==> src/rtl/perf_mon_pkg.sv <==
package perf_mon_pkg;
  localparam int SAT_WIN = 0;
  localparam int SAT_LAT = 1;
  localparam int SAT_OCC = 2;
  localparam int SAT_SMP = 3;
  localparam int NSAT    = 4;
endpackage

==> src/rtl/perf_sat_acc.sv <==
module perf_sat_acc #(
  parameter int W    = 16,
  parameter int IN_W = 1
) (
  input  logic            clk,
  input  logic            rst_n,
  input  logic            clr,
  input  logic            en,
  input  logic [IN_W-1:0] inc,
  output logic [W-1:0]    acc,
  output logic            sat
);
  localparam int SW = ((W > IN_W) ? W : IN_W) + 1;

  logic [W-1:0]  acc_q, acc_d;
  logic          sat_q, sat_d;
  logic [SW-1:0] sum_w;
  logic          ovf;

  always_comb begin
    sum_w = SW'(acc_q) + SW'(inc);
    ovf   = sum_w > SW'({W{1'b1}});
    acc_d = acc_q;
    sat_d = sat_q;
    if (clr) begin
      acc_d = '0;
      sat_d = 1'b0;
    end else if (en) begin
      acc_d = ovf ? {W{1'b1}} : sum_w[W-1:0];
      sat_d = sat_q | ovf;
    end
  end

  always_ff @(posedge clk or negedge rst_n) begin
    if (!rst_n) begin
      acc_q <= '0;
      sat_q <= 1'b0;
    end else begin
      acc_q <= acc_d;
      sat_q <= sat_d;
    end
  end

  assign acc = acc_q;
  assign sat = sat_q;

  // the flag stays once set
  p_sat_sticky_r9: assert property (@(posedge clk) disable iff (!rst_n)
    (sat_q && !clr) |=> sat_q);
  // no wrap, the value never falls without a clear
  p_acc_monotonic_r9: assert property (@(posedge clk) disable iff (!rst_n)
    !clr |=> (acc_q >= $past(acc_q)));
endmodule

==> src/rtl/perf_win_counter.sv <==
module perf_win_counter #(
  parameter int WIN_LEN = 100,
  parameter int CNT_W   = 8
) (
  input  logic             clk,
  input  logic             rst_n,
  input  logic             clr,
  input  logic             flit,
  output logic             win_valid,
  output logic [CNT_W-1:0] win_flits,
  output logic             sat
);
  localparam int CYC_W = (WIN_LEN > 1) ? $clog2(WIN_LEN) : 1;
  localparam logic [CYC_W-1:0] LAST = CYC_W'(WIN_LEN - 1);

  logic [CYC_W-1:0] cyc_q, cyc_d;
  logic [CNT_W-1:0] acc_q, acc_d, flits_q, flits_d, add_sat;
  logic [CNT_W:0]   add_w;
  logic             valid_q, valid_d, sat_q, sat_d, last, ovf;

  always_comb begin
    last    = (cyc_q == LAST);
    add_w   = {1'b0, acc_q} + (CNT_W+1)'(flit);
    ovf     = add_w[CNT_W];
    add_sat = ovf ? {CNT_W{1'b1}} : add_w[CNT_W-1:0];
    if (clr) begin
      cyc_d   = '0;
      acc_d   = '0;
      flits_d = '0;
      valid_d = 1'b0;
      sat_d   = 1'b0;
    end else begin
      cyc_d   = last ? '0 : cyc_q + 1'b1;
      acc_d   = last ? '0 : add_sat;
      flits_d = last ? add_sat : flits_q;
      valid_d = last;
      sat_d   = sat_q | ovf;
    end
  end

  always_ff @(posedge clk or negedge rst_n) begin
    if (!rst_n) begin
      cyc_q   <= '0;
      acc_q   <= '0;
      flits_q <= '0;
      valid_q <= 1'b0;
      sat_q   <= 1'b0;
    end else begin
      cyc_q   <= cyc_d;
      acc_q   <= acc_d;
      flits_q <= flits_d;
      valid_q <= valid_d;
      sat_q   <= sat_d;
    end
  end

  assign win_valid = valid_q;
  assign win_flits = flits_q;
  assign sat       = sat_q;

  // a sample is a single-cycle pulse (WIN_LEN >= 2)
  p_win_pulse_r2: assert property (@(posedge clk) disable iff (!rst_n)
    valid_q |=> !valid_q);
  // a pulse always coincides with a fresh window start
  p_win_aligned_r2: assert property (@(posedge clk) disable iff (!rst_n)
    valid_q |-> (cyc_q == '0));
  // window saturation flag is sticky
  p_win_sat_sticky_r4: assert property (@(posedge clk) disable iff (!rst_n)
    (sat_q && !clr) |=> sat_q);
endmodule

==> src/rtl/perf_lat_tracker.sv <==
module perf_lat_tracker #(
  parameter int TIME_W = 16,
  parameter int DEPTH  = 4,
  parameter int ACC_W  = 24,
  parameter int SMP_W  = 16
) (
  input  logic             clk,
  input  logic             rst_n,
  input  logic             clr,
  input  logic             req_start,
  input  logic             rsp_start,
  output logic [ACC_W-1:0] lat_sum,
  output logic [SMP_W-1:0] lat_count,
  output logic             sum_sat,
  output logic             cnt_sat,
  output logic             overflow
);
  localparam int PTR_W = (DEPTH > 1) ? $clog2(DEPTH) : 1;
  localparam int CNT_W = $clog2(DEPTH + 1);
  localparam logic [PTR_W-1:0] PTR_LAST = PTR_W'(DEPTH - 1);

  logic [TIME_W-1:0] now_q, now_d;
  logic [TIME_W-1:0] ts_mem [DEPTH];
  logic [PTR_W-1:0]  wr_q, wr_d, rd_q, rd_d;
  logic [CNT_W-1:0]  cnt_q, cnt_d;
  logic              ovf_q, ovf_d;
  logic              full, pop, push, drop;
  logic [TIME_W-1:0] lat_val;

  always_comb begin
    full    = (cnt_q == CNT_W'(DEPTH));
    pop     = rsp_start && (cnt_q != '0) && !clr;
    push    = req_start && (!full || pop) && !clr;
    drop    = req_start && full && !pop && !clr;
    lat_val = now_q - ts_mem[rd_q];
    if (clr) begin
      now_d = '0;
      wr_d  = '0;
      rd_d  = '0;
      cnt_d = '0;
      ovf_d = 1'b0;
    end else begin
      now_d = now_q + 1'b1;
      wr_d  = push ? ((wr_q == PTR_LAST) ? '0 : wr_q + 1'b1) : wr_q;
      rd_d  = pop  ? ((rd_q == PTR_LAST) ? '0 : rd_q + 1'b1) : rd_q;
      cnt_d = cnt_q + CNT_W'(push) - CNT_W'(pop);
      ovf_d = ovf_q | drop;
    end
  end

  always_ff @(posedge clk or negedge rst_n) begin
    if (!rst_n) begin
      now_q <= '0;
      wr_q  <= '0;
      rd_q  <= '0;
      cnt_q <= '0;
      ovf_q <= 1'b0;
    end else begin
      now_q <= now_d;
      wr_q  <= wr_d;
      rd_q  <= rd_d;
      cnt_q <= cnt_d;
      ovf_q <= ovf_d;
    end
  end

  always_ff @(posedge clk) begin
    if (push) ts_mem[wr_q] <= now_q;
  end

  perf_sat_acc #(.W(ACC_W), .IN_W(TIME_W)) u_sum (
    .clk(clk), .rst_n(rst_n), .clr(clr), .en(pop), .inc(lat_val),
    .acc(lat_sum), .sat(sum_sat));

  perf_sat_acc #(.W(SMP_W), .IN_W(1)) u_cnt (
    .clk(clk), .rst_n(rst_n), .clr(clr), .en(pop), .inc(1'b1),
    .acc(lat_count), .sat(cnt_sat));

  assign overflow = ovf_q;

  // occupancy of the timestamp queue never exceeds its depth
  p_no_overflow_r6: assert property (@(posedge clk) disable iff (!rst_n)
    cnt_q <= CNT_W'(DEPTH));
  // a dropped request raises the flag on the next cycle
  p_drop_flag_r6: assert property (@(posedge clk) disable iff (!rst_n)
    drop |=> ovf_q);
  // the overflow flag is sticky
  p_ovf_sticky_r6: assert property (@(posedge clk) disable iff (!rst_n)
    (ovf_q && !clr) |=> ovf_q);
  // an unmatched response changes no count
  p_orphan_rsp_r7: assert property (@(posedge clk) disable iff (!rst_n)
    (rsp_start && cnt_q == '0 && !clr) |=> (lat_count == $past(lat_count)));
endmodule

==> src/rtl/perf_occ_tracker.sv <==
module perf_occ_tracker #(
  parameter int OCC_W = 4,
  parameter int ACC_W = 24,
  parameter int SMP_W = 16
) (
  input  logic             clk,
  input  logic             rst_n,
  input  logic             clr,
  input  logic [OCC_W-1:0] level,
  output logic [OCC_W-1:0] occ_peak,
  output logic [ACC_W-1:0] occ_sum,
  output logic [SMP_W-1:0] occ_samples,
  output logic             sum_sat,
  output logic             smp_sat
);
  logic [OCC_W-1:0] peak_q, peak_d;
  logic             take;

  always_comb begin
    take   = !clr;
    peak_d = peak_q;
    if (clr)                   peak_d = '0;
    else if (level > peak_q)   peak_d = level;
  end

  always_ff @(posedge clk or negedge rst_n) begin
    if (!rst_n) peak_q <= '0;
    else        peak_q <= peak_d;
  end

  perf_sat_acc #(.W(ACC_W), .IN_W(OCC_W)) u_sum (
    .clk(clk), .rst_n(rst_n), .clr(clr), .en(take), .inc(level),
    .acc(occ_sum), .sat(sum_sat));

  perf_sat_acc #(.W(SMP_W), .IN_W(1)) u_smp (
    .clk(clk), .rst_n(rst_n), .clr(clr), .en(take), .inc(1'b1),
    .acc(occ_samples), .sat(smp_sat));

  assign occ_peak = peak_q;

  // the peak covers every level sampled
  p_peak_bound_r8: assert property (@(posedge clk) disable iff (!rst_n)
    !clr |=> (peak_q >= $past(level)));
endmodule

==> src/rtl/noc_perf_monitor.sv <==
module noc_perf_monitor
  import perf_mon_pkg::*;
#(
  parameter int WIN_LEN  = 100,
  parameter int CNT_W    = 8,
  parameter int TIME_W   = 16,
  parameter int TS_DEPTH = 4,
  parameter int ACC_W    = 24,
  parameter int SMP_W    = 16,
  parameter int OCC_W    = 4
) (
  input  logic             clk,
  input  logic             rst_n,
  input  logic             start_clr,
  input  logic             req_flit,
  input  logic             req_start,
  input  logic             rsp_start,
  input  logic [OCC_W-1:0] fifo_level,
  output logic             win_valid,
  output logic [CNT_W-1:0] win_flits,
  output logic [ACC_W-1:0] lat_sum,
  output logic [SMP_W-1:0] lat_count,
  output logic [OCC_W-1:0] occ_peak,
  output logic [ACC_W-1:0] occ_sum,
  output logic [SMP_W-1:0] occ_samples,
  output logic [3:0]       sat_flags,
  output logic             ts_overflow
);
  logic win_sat, lat_sum_sat, lat_cnt_sat, occ_sum_sat, occ_smp_sat;

  perf_win_counter #(.WIN_LEN(WIN_LEN), .CNT_W(CNT_W)) u_win (
    .clk(clk), .rst_n(rst_n), .clr(start_clr), .flit(req_flit),
    .win_valid(win_valid), .win_flits(win_flits), .sat(win_sat));

  perf_lat_tracker #(.TIME_W(TIME_W), .DEPTH(TS_DEPTH), .ACC_W(ACC_W),
                     .SMP_W(SMP_W)) u_lat (
    .clk(clk), .rst_n(rst_n), .clr(start_clr), .req_start(req_start),
    .rsp_start(rsp_start), .lat_sum(lat_sum), .lat_count(lat_count),
    .sum_sat(lat_sum_sat), .cnt_sat(lat_cnt_sat), .overflow(ts_overflow));

  perf_occ_tracker #(.OCC_W(OCC_W), .ACC_W(ACC_W), .SMP_W(SMP_W)) u_occ (
    .clk(clk), .rst_n(rst_n), .clr(start_clr), .level(fifo_level),
    .occ_peak(occ_peak), .occ_sum(occ_sum), .occ_samples(occ_samples),
    .sum_sat(occ_sum_sat), .smp_sat(occ_smp_sat));

  always_comb begin
    sat_flags          = '0;
    sat_flags[SAT_WIN] = win_sat;
    sat_flags[SAT_LAT] = lat_sum_sat;
    sat_flags[SAT_OCC] = occ_sum_sat;
    sat_flags[SAT_SMP] = lat_cnt_sat | occ_smp_sat;
  end

  // a restart clears every flag on the next cycle
  p_clear_flags_r10: assert property (@(posedge clk) disable iff (!rst_n)
    start_clr |=> (sat_flags == '0 && !ts_overflow));
  // nothing is reported right after reset release
  p_reset_quiet_r1: assert property (@(posedge clk)
    !rst_n |=> (!win_valid && lat_count == '0));
endmodule

==> config.mk <==
export PLATFORM = sky130hd
export DESIGN_NAME = noc_perf_monitor
export DESIGN_NICKNAME = d
export VERILOG_FILES = /design/src/rtl/perf_mon_pkg.sv /design/src/rtl/perf_sat_acc.sv /design/src/rtl/perf_win_counter.sv /design/src/rtl/perf_lat_tracker.sv /design/src/rtl/perf_occ_tracker.sv /design/src/rtl/noc_perf_monitor.sv
export SDC_FILE = /design/constraint.sdc
export NUM_CORES = 1
export LEC_CHECK = 0
export CAP_MARGIN = 30
export CORE_MARGIN = 2
export CORE_UTILIZATION = 50
export DETAILED_ROUTE_END_ITERATION = 10
export DONT_BUFFER_PORTS = 1
export PLACE_DENSITY = 0.66
export SETUP_SLACK_MARGIN = 0.1
export SYNTH_ARGS = -nofsm -noshare
export SYNTH_HDL_FRONTEND = slang
export SYNTH_SLANG_ARGS = --single-unit
==> constraint.sdc <==
create_clock -name clk -period 7 [get_ports clk]
set_input_delay 0.7 -clock clk [delete_from_list [all_inputs] [get_ports clk]]
set_output_delay 0.7 -clock clk [all_outputs]
set_load 0.05 [all_outputs]
==> results of run 1 <==
## worst max-delay path: cells and delay by family, from the launching register on
family | cells | cell delay [ns]
flops | 1 | 0.86
compound gates | 9 | 1.91
xor+xnor | 1 | 0.15
simple gates | 3 | 0.88
fa+ha+maj | 3 | 0.87
mux | 1 | 0.35
buf+inv | 1 | 0.06
## routing by layer
metal  up-vias  routed length [um]
li1       3587                   -
met3        30                1490
met4         0                 386
met2       147               10500
met5         -                   0
met1      3620               10400
## state kept, by name (all words and copies together), names as in the netlist, 7 cells and up
register	cells
u_lat.ts_mem	64
u_lat.u_sum.acc	24
u_occ.u_sum.acc	24
u_lat.now_q	16
u_lat.u_cnt.acc	16
u_occ.u_smp.acc	16
u_win.acc_q	8
u_win.win_flits	8
u_win.cyc_q	7
## cell type report
cell class	instances	area, um2
Clock buffer	25	593
Sequential cell	201	5350
Fill cell	1807	9320
Clock inverter	17	170
Timing Repair Buffer	5	61.3
Tap cell	275	344
Multi-Input combinational cell	721	5130
Inverter	49	184
## how the worst min path moves through the flow
stage                     startpoint                             end  depth (start not counted)
after global routing           rst_n  u_lat.u_cnt.acc[8]$_DFFE_PN0P_                          1
after floorplan                rst_n        u_lat.cnt_q[0]$_DFF_PN0_                          0
after detailed placement       rst_n    u_occ.u_smp.acc[5]$_DFF_PN0_                          0
after CTS                      rst_n  u_lat.u_cnt.acc[9]$_DFFE_PN0P_                          1
after global placement         rst_n    u_occ.u_smp.acc[5]$_DFF_PN0_                          0
final                          rst_n  u_lat.u_cnt.acc[8]$_DFFE_PN0P_                          1
## power by group through the flow
stage               sequential, mW  clock, mW  combinational [mW]
floorplan                     1.54          0               0.792
global placement              1.60          0               0.897
detailed placement            1.60          0               0.910
CTS                           1.58       1.24               0.938
global route                  1.59       1.29                1.05
finish                        1.57       1.21               0.931
## logic make-up after synthesis
group,after synthesis,synth area share [%]
simple gates,333,15.4
compound gates,204,12.5
flops,201,49.3
xor+xnor,97,7.83
buf+inv,87,3.38
fa+ha+maj,61,7.31
mux,26,4.26
## cell usage after synthesis, types with 5 or more instances
master    number
nor2_1       108
mux4_2        16
nand2b_1      13
a21o_1         9
o21a_1         7
nand4_1       19
a31oi_1        7
inv_1         49
nor4_1         5
edfxtp_1      64
and3_1        17
clkbuf_1      25
o21ai_0       41
xnor2_1       47
nor2b_1       11
a21oi_1       75
dfrtp_1      137
o211ai_1       5
a211oi_2      15
mux2i_1        9
ha_1          57
nand2_1       60
nand3_1       29
nor3_1        25
and2_1        12
xor2_1        50
a211oi_1      15
o21ai_1        5
buf_2          5
## cell usage in the layout, fill, tap and decap left out, types with 9 or more instances in the layout
cell type  instances
xnor2_1           47
dfrtp_1          137
nand2b_1          13
a21o_1             9
nand3_1           29
mux2i_1            9
a211oi_2          15
and2_1            12
nand2_1           60
a211oi_1          15
nor3_1            25
a21oi_1           75
edfxtp_1          64
o21ai_0           41
and3_1            17
nand4_1           19
nor2_1           108
mux4_2            16
inv_1             49
xor2_1            50
nor2b_1           11
ha_1              57
clkbuf_16         23
## through the flow
stage	power [mW]	std cells
floorplan	2.33	1009
global placement	2.49	1249
detailed placement	2.51	1250
CTS	3.75	1293
global route	3.92	1293
finish	3.72	1293
==> reports/metrics.cfg, run 1 <==
[outcome]
status=complete, no violations

[sta]
fin_crit_sh_pct=74.9
period_minus_slack_ns=5.25
whs_ns=0.138
max_freq_mhz=191
fin_ws_ns=1.75
finClkSkew_ns=0.0105
slew_headroom_pct=40.2
tns_ns=0
finalHoldViolCount=0
grt_setup_unrepaired=no
finalSetupViolations=0
worst_pin_slew_ns=0.896
slew_viol_final=0

[grt]
met2_usage_pct=33.3
grt_pass1_vias=7369
overflow=0
grt_usage_pct=20.7
grt_max_degree=138
grt_pass1_wl_mm=38.0
antenna_found_initial=0
met3_usage_pct=5.12
grt.busiest_layer=met2
groute.layer.met1.usage_pct=28.4

[cts]
cts-buffers-inserted=23
cts_setup_buffers=0
path_clk_slew_ns=0.07
cts.repair.resized=0
cts.sinks=201
cts_tree=built
clockRootBuffer=clkbuf_16
cts_buffer_depth=3
cts.htree.levels=1
ctsHoldBuffers=1
insertion_delay_ns=0.51

[worst_setup_path]
worstRegToRegCells=18
crit_path_start=u_lat.rd_q[1]$_DFFE_PN0P_
start_kind=flip-flop
crit_end=u_lat.u_sum.acc[1]$_DFFE_PN0P_
cp.required_ns=7.34
arrival_ns=5.59
critPathKind=flip-flop to flip-flop
cp_max_fo=18
slowest_stage=dfrtp_1
reg2reg_to=u_lat.u_sum.acc[1]$_DFFE_PN0P_
cp_cell_sequence=mux4_2 -> ha_1 -> inv_1 -> fa_1 -> a21o_1 -> a21oi_1 -> o21ai_0 -> a211oi_2 -> o21ai_0 -> a21oi_1 -> xnor2_1 -> ha_1 -> a21oi_1 -> or4b_4 -> o21ai_4 -> nor2_4 -> nor2_8 -> a221oi_1
cp_common_cell=a21oi_1
reg2reg_slack_ns=1.75
reg2reg_from=u_lat.rd_q[1]$_DFFE_PN0P_
critPathMaxStageDelay_ns=0.86
endpoint_kind=flip-flop

[drt]
vias_per_cell=5.71
drc=0
drt-pass1-iter-count=4
drtIter0Drc=531
wl_per_cell_um=17.6
drt-total-wl_mm=22.7
ant_nets=0
dr_total_vias=7384

[synth]
ys.flop_type=dfrtp_1
synth_area_leader_cell=dfrtp_1
yosys_warnings=0
synth_fp_nets=1080
yosysTopAreaCellShare_pct=31.6
yosys_register_bits=201
avgSynthCellArea_um2=10.7
synth.area.top_cells=dfrtp_1 (32%), edfxtp_1 (18%), ha_1 (6.6%), xor2_1 (4.0%), xnor2_1 (3.8%)
ys_seq_area_share_pct=49.3
synth_edf_count=64
syn_inst=1009
synth-async-reset-ratio_pct=68.2
ys_types=72
synth.cell_area_um2=10800

[place]
hpwl_mm=15.3
placed_area_um2=11000
gp_congestion=0.819
io_buffers=0
pre_cts_slack_ns=1.75

[floorplan]
core_um2=21200
rows=53
die_h_um=151
die_w_um=151
start_util_pct=51.3
dieArea_um2=22900
io_pins=108

[power]
intPower_mw=2.42
seqPwrFrac_pct=42.3
power.switching_mw=1.30
swShare_pct=34.9
pwr-share-clk_pct=32.6
irDropWorstVdd_v=0.000181
power.leakage_nw=4.87
powerDensity_nw_per_um2=314
p_comb_share_pct=25.0

[finish]
post-route-util_pct=55.9
drive_gt1_share_pct=9.33
n_antenna_cell=0
syn_to_final_growth_pct=9.09
final_area_um2=11800
nets=1072

[worst_hold_path]
hold_path.class=input pin to asynchronous set/reset pin

[job]
max_cap_violations=0

(Power assumes the default switching activity.)
==> run 2: changes to the inputs <==
==> constraint.sdc (replaced) <==
create_clock -name clk -period 5.2 [get_ports clk]
set_input_delay 0.52 -clock clk [delete_from_list [all_inputs] [get_ports clk]]
set_output_delay 0.52 -clock clk [all_outputs]
set_load 0.05 [all_outputs]
==> reports/metrics.cfg, run 2 (same netlist as run 1, synthesis figures left out) <==
[sta]
period_minus_slack_ns=4.73  ; -0.515 ns
fin_crit_sh_pct=91.0  ; +16 points
slew_headroom_pct=32.0  ; -8.2 points
worst_pin_slew_ns=1.02  ; +0.120 ns
max_freq_mhz=211  ; +11%
slew_viol_final=0  ; unchanged
finalHoldViolCount=0  ; unchanged
finClkSkew_ns=0.0116  ; +0.00112 ns
finalSetupViolations=0  ; unchanged
whs_ns=0.0834  ; -0.0546 ns
grt_setup_unrepaired=no
tns_ns=0  ; unchanged

[worst_setup_path]
cp.required_ns=5.59  ; -1.75 ns
arrival_ns=5.12  ; -0.47 ns
critPathKind=flip-flop to flip-flop
start_kind=flip-flop
endpoint_kind=flip-flop
critPathMaxStageDelay_ns=0.57  ; -0.29 ns
slowest_stage=dfrtp_4
cp_max_fo=12  ; -6
cp_cell_sequence=mux4_2 -> ha_1 -> inv_1 -> fa_1 -> a21o_1 -> a21oi_2 -> o21ai_0 -> a211oi_2 -> o21ai_0 -> a21oi_1 -> xnor2_1 -> ha_1 -> a21oi_2 -> or4b_4 -> o21ai_4 -> nor2_4 -> nor2_8 -> buf_4 -> a211oi_2

[drt]
wl_per_cell_um=17.5  ; -0.34%
ant_nets=0  ; unchanged
vias_per_cell=5.67  ; -0.78%
dr_total_vias=7372  ; -0.16%
drtIter0Drc=469  ; -12%
drt-pass1-iter-count=4  ; unchanged
drt-total-wl_mm=22.8  ; +0.28%
drc=0  ; unchanged

[finish]
largest_register_ffs=64  ; unchanged
drive_gt1_share_pct=9.84  ; +0.51 points
nets=1080  ; +0.75%
regMostFlops=u_lat.ts_mem
final_common_cell=dfrtp_1
layout_common_cells=dfrtp_1 (136), nor2_1 (108), a21oi_1 (73), edfxtp_1 (64), nand2_1 (60)
post-route-util_pct=56.3  ; +0.37 points
n_antenna_cell=0  ; unchanged
stdcell_count=1301  ; +0.62%
syn_to_final_growth_pct=9.82

[grt]
grt_pass1_wl_mm=37.6  ; -1.0%
antenna_found_initial=0  ; unchanged
overflow=0  ; unchanged
grt_pass1_vias=7347  ; -0.30%
grt_max_degree=138  ; unchanged
grt_usage_pct=20.4  ; -0.21 points

[floorplan]
io_pins=108  ; unchanged
die_w_um=151  ; unchanged
core_um2=21200  ; unchanged
die_h_um=151  ; unchanged
dieArea_um2=22900  ; unchanged
rows=53  ; unchanged
start_util_pct=51.3  ; unchanged

[place]
io_buffers=0  ; unchanged
place_inst=1251  ; +0.080%
hpwl_mm=15.4  ; +0.22%
gp_congestion=0.838  ; +2.4%

[cts]
clockRootBuffer=clkbuf_16
cts.htree.levels=1  ; unchanged
cts_buffer_depth=3  ; unchanged
insertion_delay_ns=0.52  ; about the same
path_clk_slew_ns=0.06  ; about the same
cts_tree=built
cts-buffers-inserted=23  ; unchanged
cts.sinks=201  ; unchanged

[worst_hold_path]
hold_path.class=input pin to flip-flop

[power]
irDropWorstVdd_v=0.000267  ; +47%
powerDensity_nw_per_um2=425  ; +35%
fin_total_pwr_mw=5.06  ; +36%
power.leakage_nw=4.91  ; +0.72%

[job]
max_cap_violations=0  ; unchanged

[outcome]
status=complete, no violations

-- run 2: final timing paths --
check	cells past startpoint	to	start	slack, ns
max in group asynchronous	2	u_lat.rd_q[0]$_DFFE_PN0P_	rst_n	3.97
worst min-delay path	1	u_occ.u_smp.acc[0]$_DFF_PN0_	start_clr	0.08
worst max-delay path	19	u_lat.u_sum.acc[11]$_DFFE_PN0P_	u_lat.rd_q[0]$_DFFE_PN0P_	0.47
min in group asynchronous	2	u_occ.u_smp.acc[3]$_DFF_PN0_	rst_n	0.66
worst max register to register	19	u_lat.u_sum.acc[11]$_DFFE_PN0P_	u_lat.rd_q[0]$_DFFE_PN0P_	0.47
worst min register to register	1	u_win.cyc_q[0]$_DFF_PN0_	u_win.cyc_q[0]$_DFF_PN0_	0.46
-- run 2: final cells by class --
type	count	area [um2]
Inverter	49	184
Timing Repair Buffer	13	133
Clock inverter	12	148
Fill cell	1792	9240
Clock buffer	30	612
Multi-Input combinational cell	721	5140
Tap cell	275	344
Sequential cell	201	5350
-- run 2: worst max-delay path, delay by kind of cell, from the launching register on --
kind | cells | cell delay [ns]
adder cells (fa/ha/maj) | 3 | 0.85
flip-flops | 1 | 0.57
multiplexers | 1 | 0.37
buffers and inverters | 2 | 0.24
AND/OR/NAND/NOR | 3 | 0.72
XOR/XNOR | 1 | 0.15
AO/OA/AOI/OAI | 9 | 1.69
-- run 2: metrics by stage --
| step | setup slack [ns] | cell area (um2) |
|---|---|---|
| finish | 0.468 | 11900 |
| global route | 0.0926 | 11900 |
| CTS | 0.103 | 11800 |
| detailed placement | 0.123 | 11000 |
| global placement | 0.251 | 11000 |
| floorplan | 0.475 | 10800 |
-- run 2: what timing repair did --
action	CTS	global route
hold endpoints to repair	137	1
buffers inserted	0	6
gates resized for setup	0	4
endpoints found under the setup margin	0	25
hold buffers	1	1
-- run 2: per-layer routing --
metal	vias up	global-route usage [%]	routed length, um
met5	-	0	0
met4	0	5.00	485
met2	149	33.3	10600
li1	3603	-	-
met1	3590	27.3	10300
met3	30	5.42	1430
-- run 2: where the power goes --
part	total [mW]	switching [mW]	internal [mW]
Sequential	2.11	0.374	1.73
Clock	1.63	0.647	0.982
Combinational	1.32	0.741	0.581
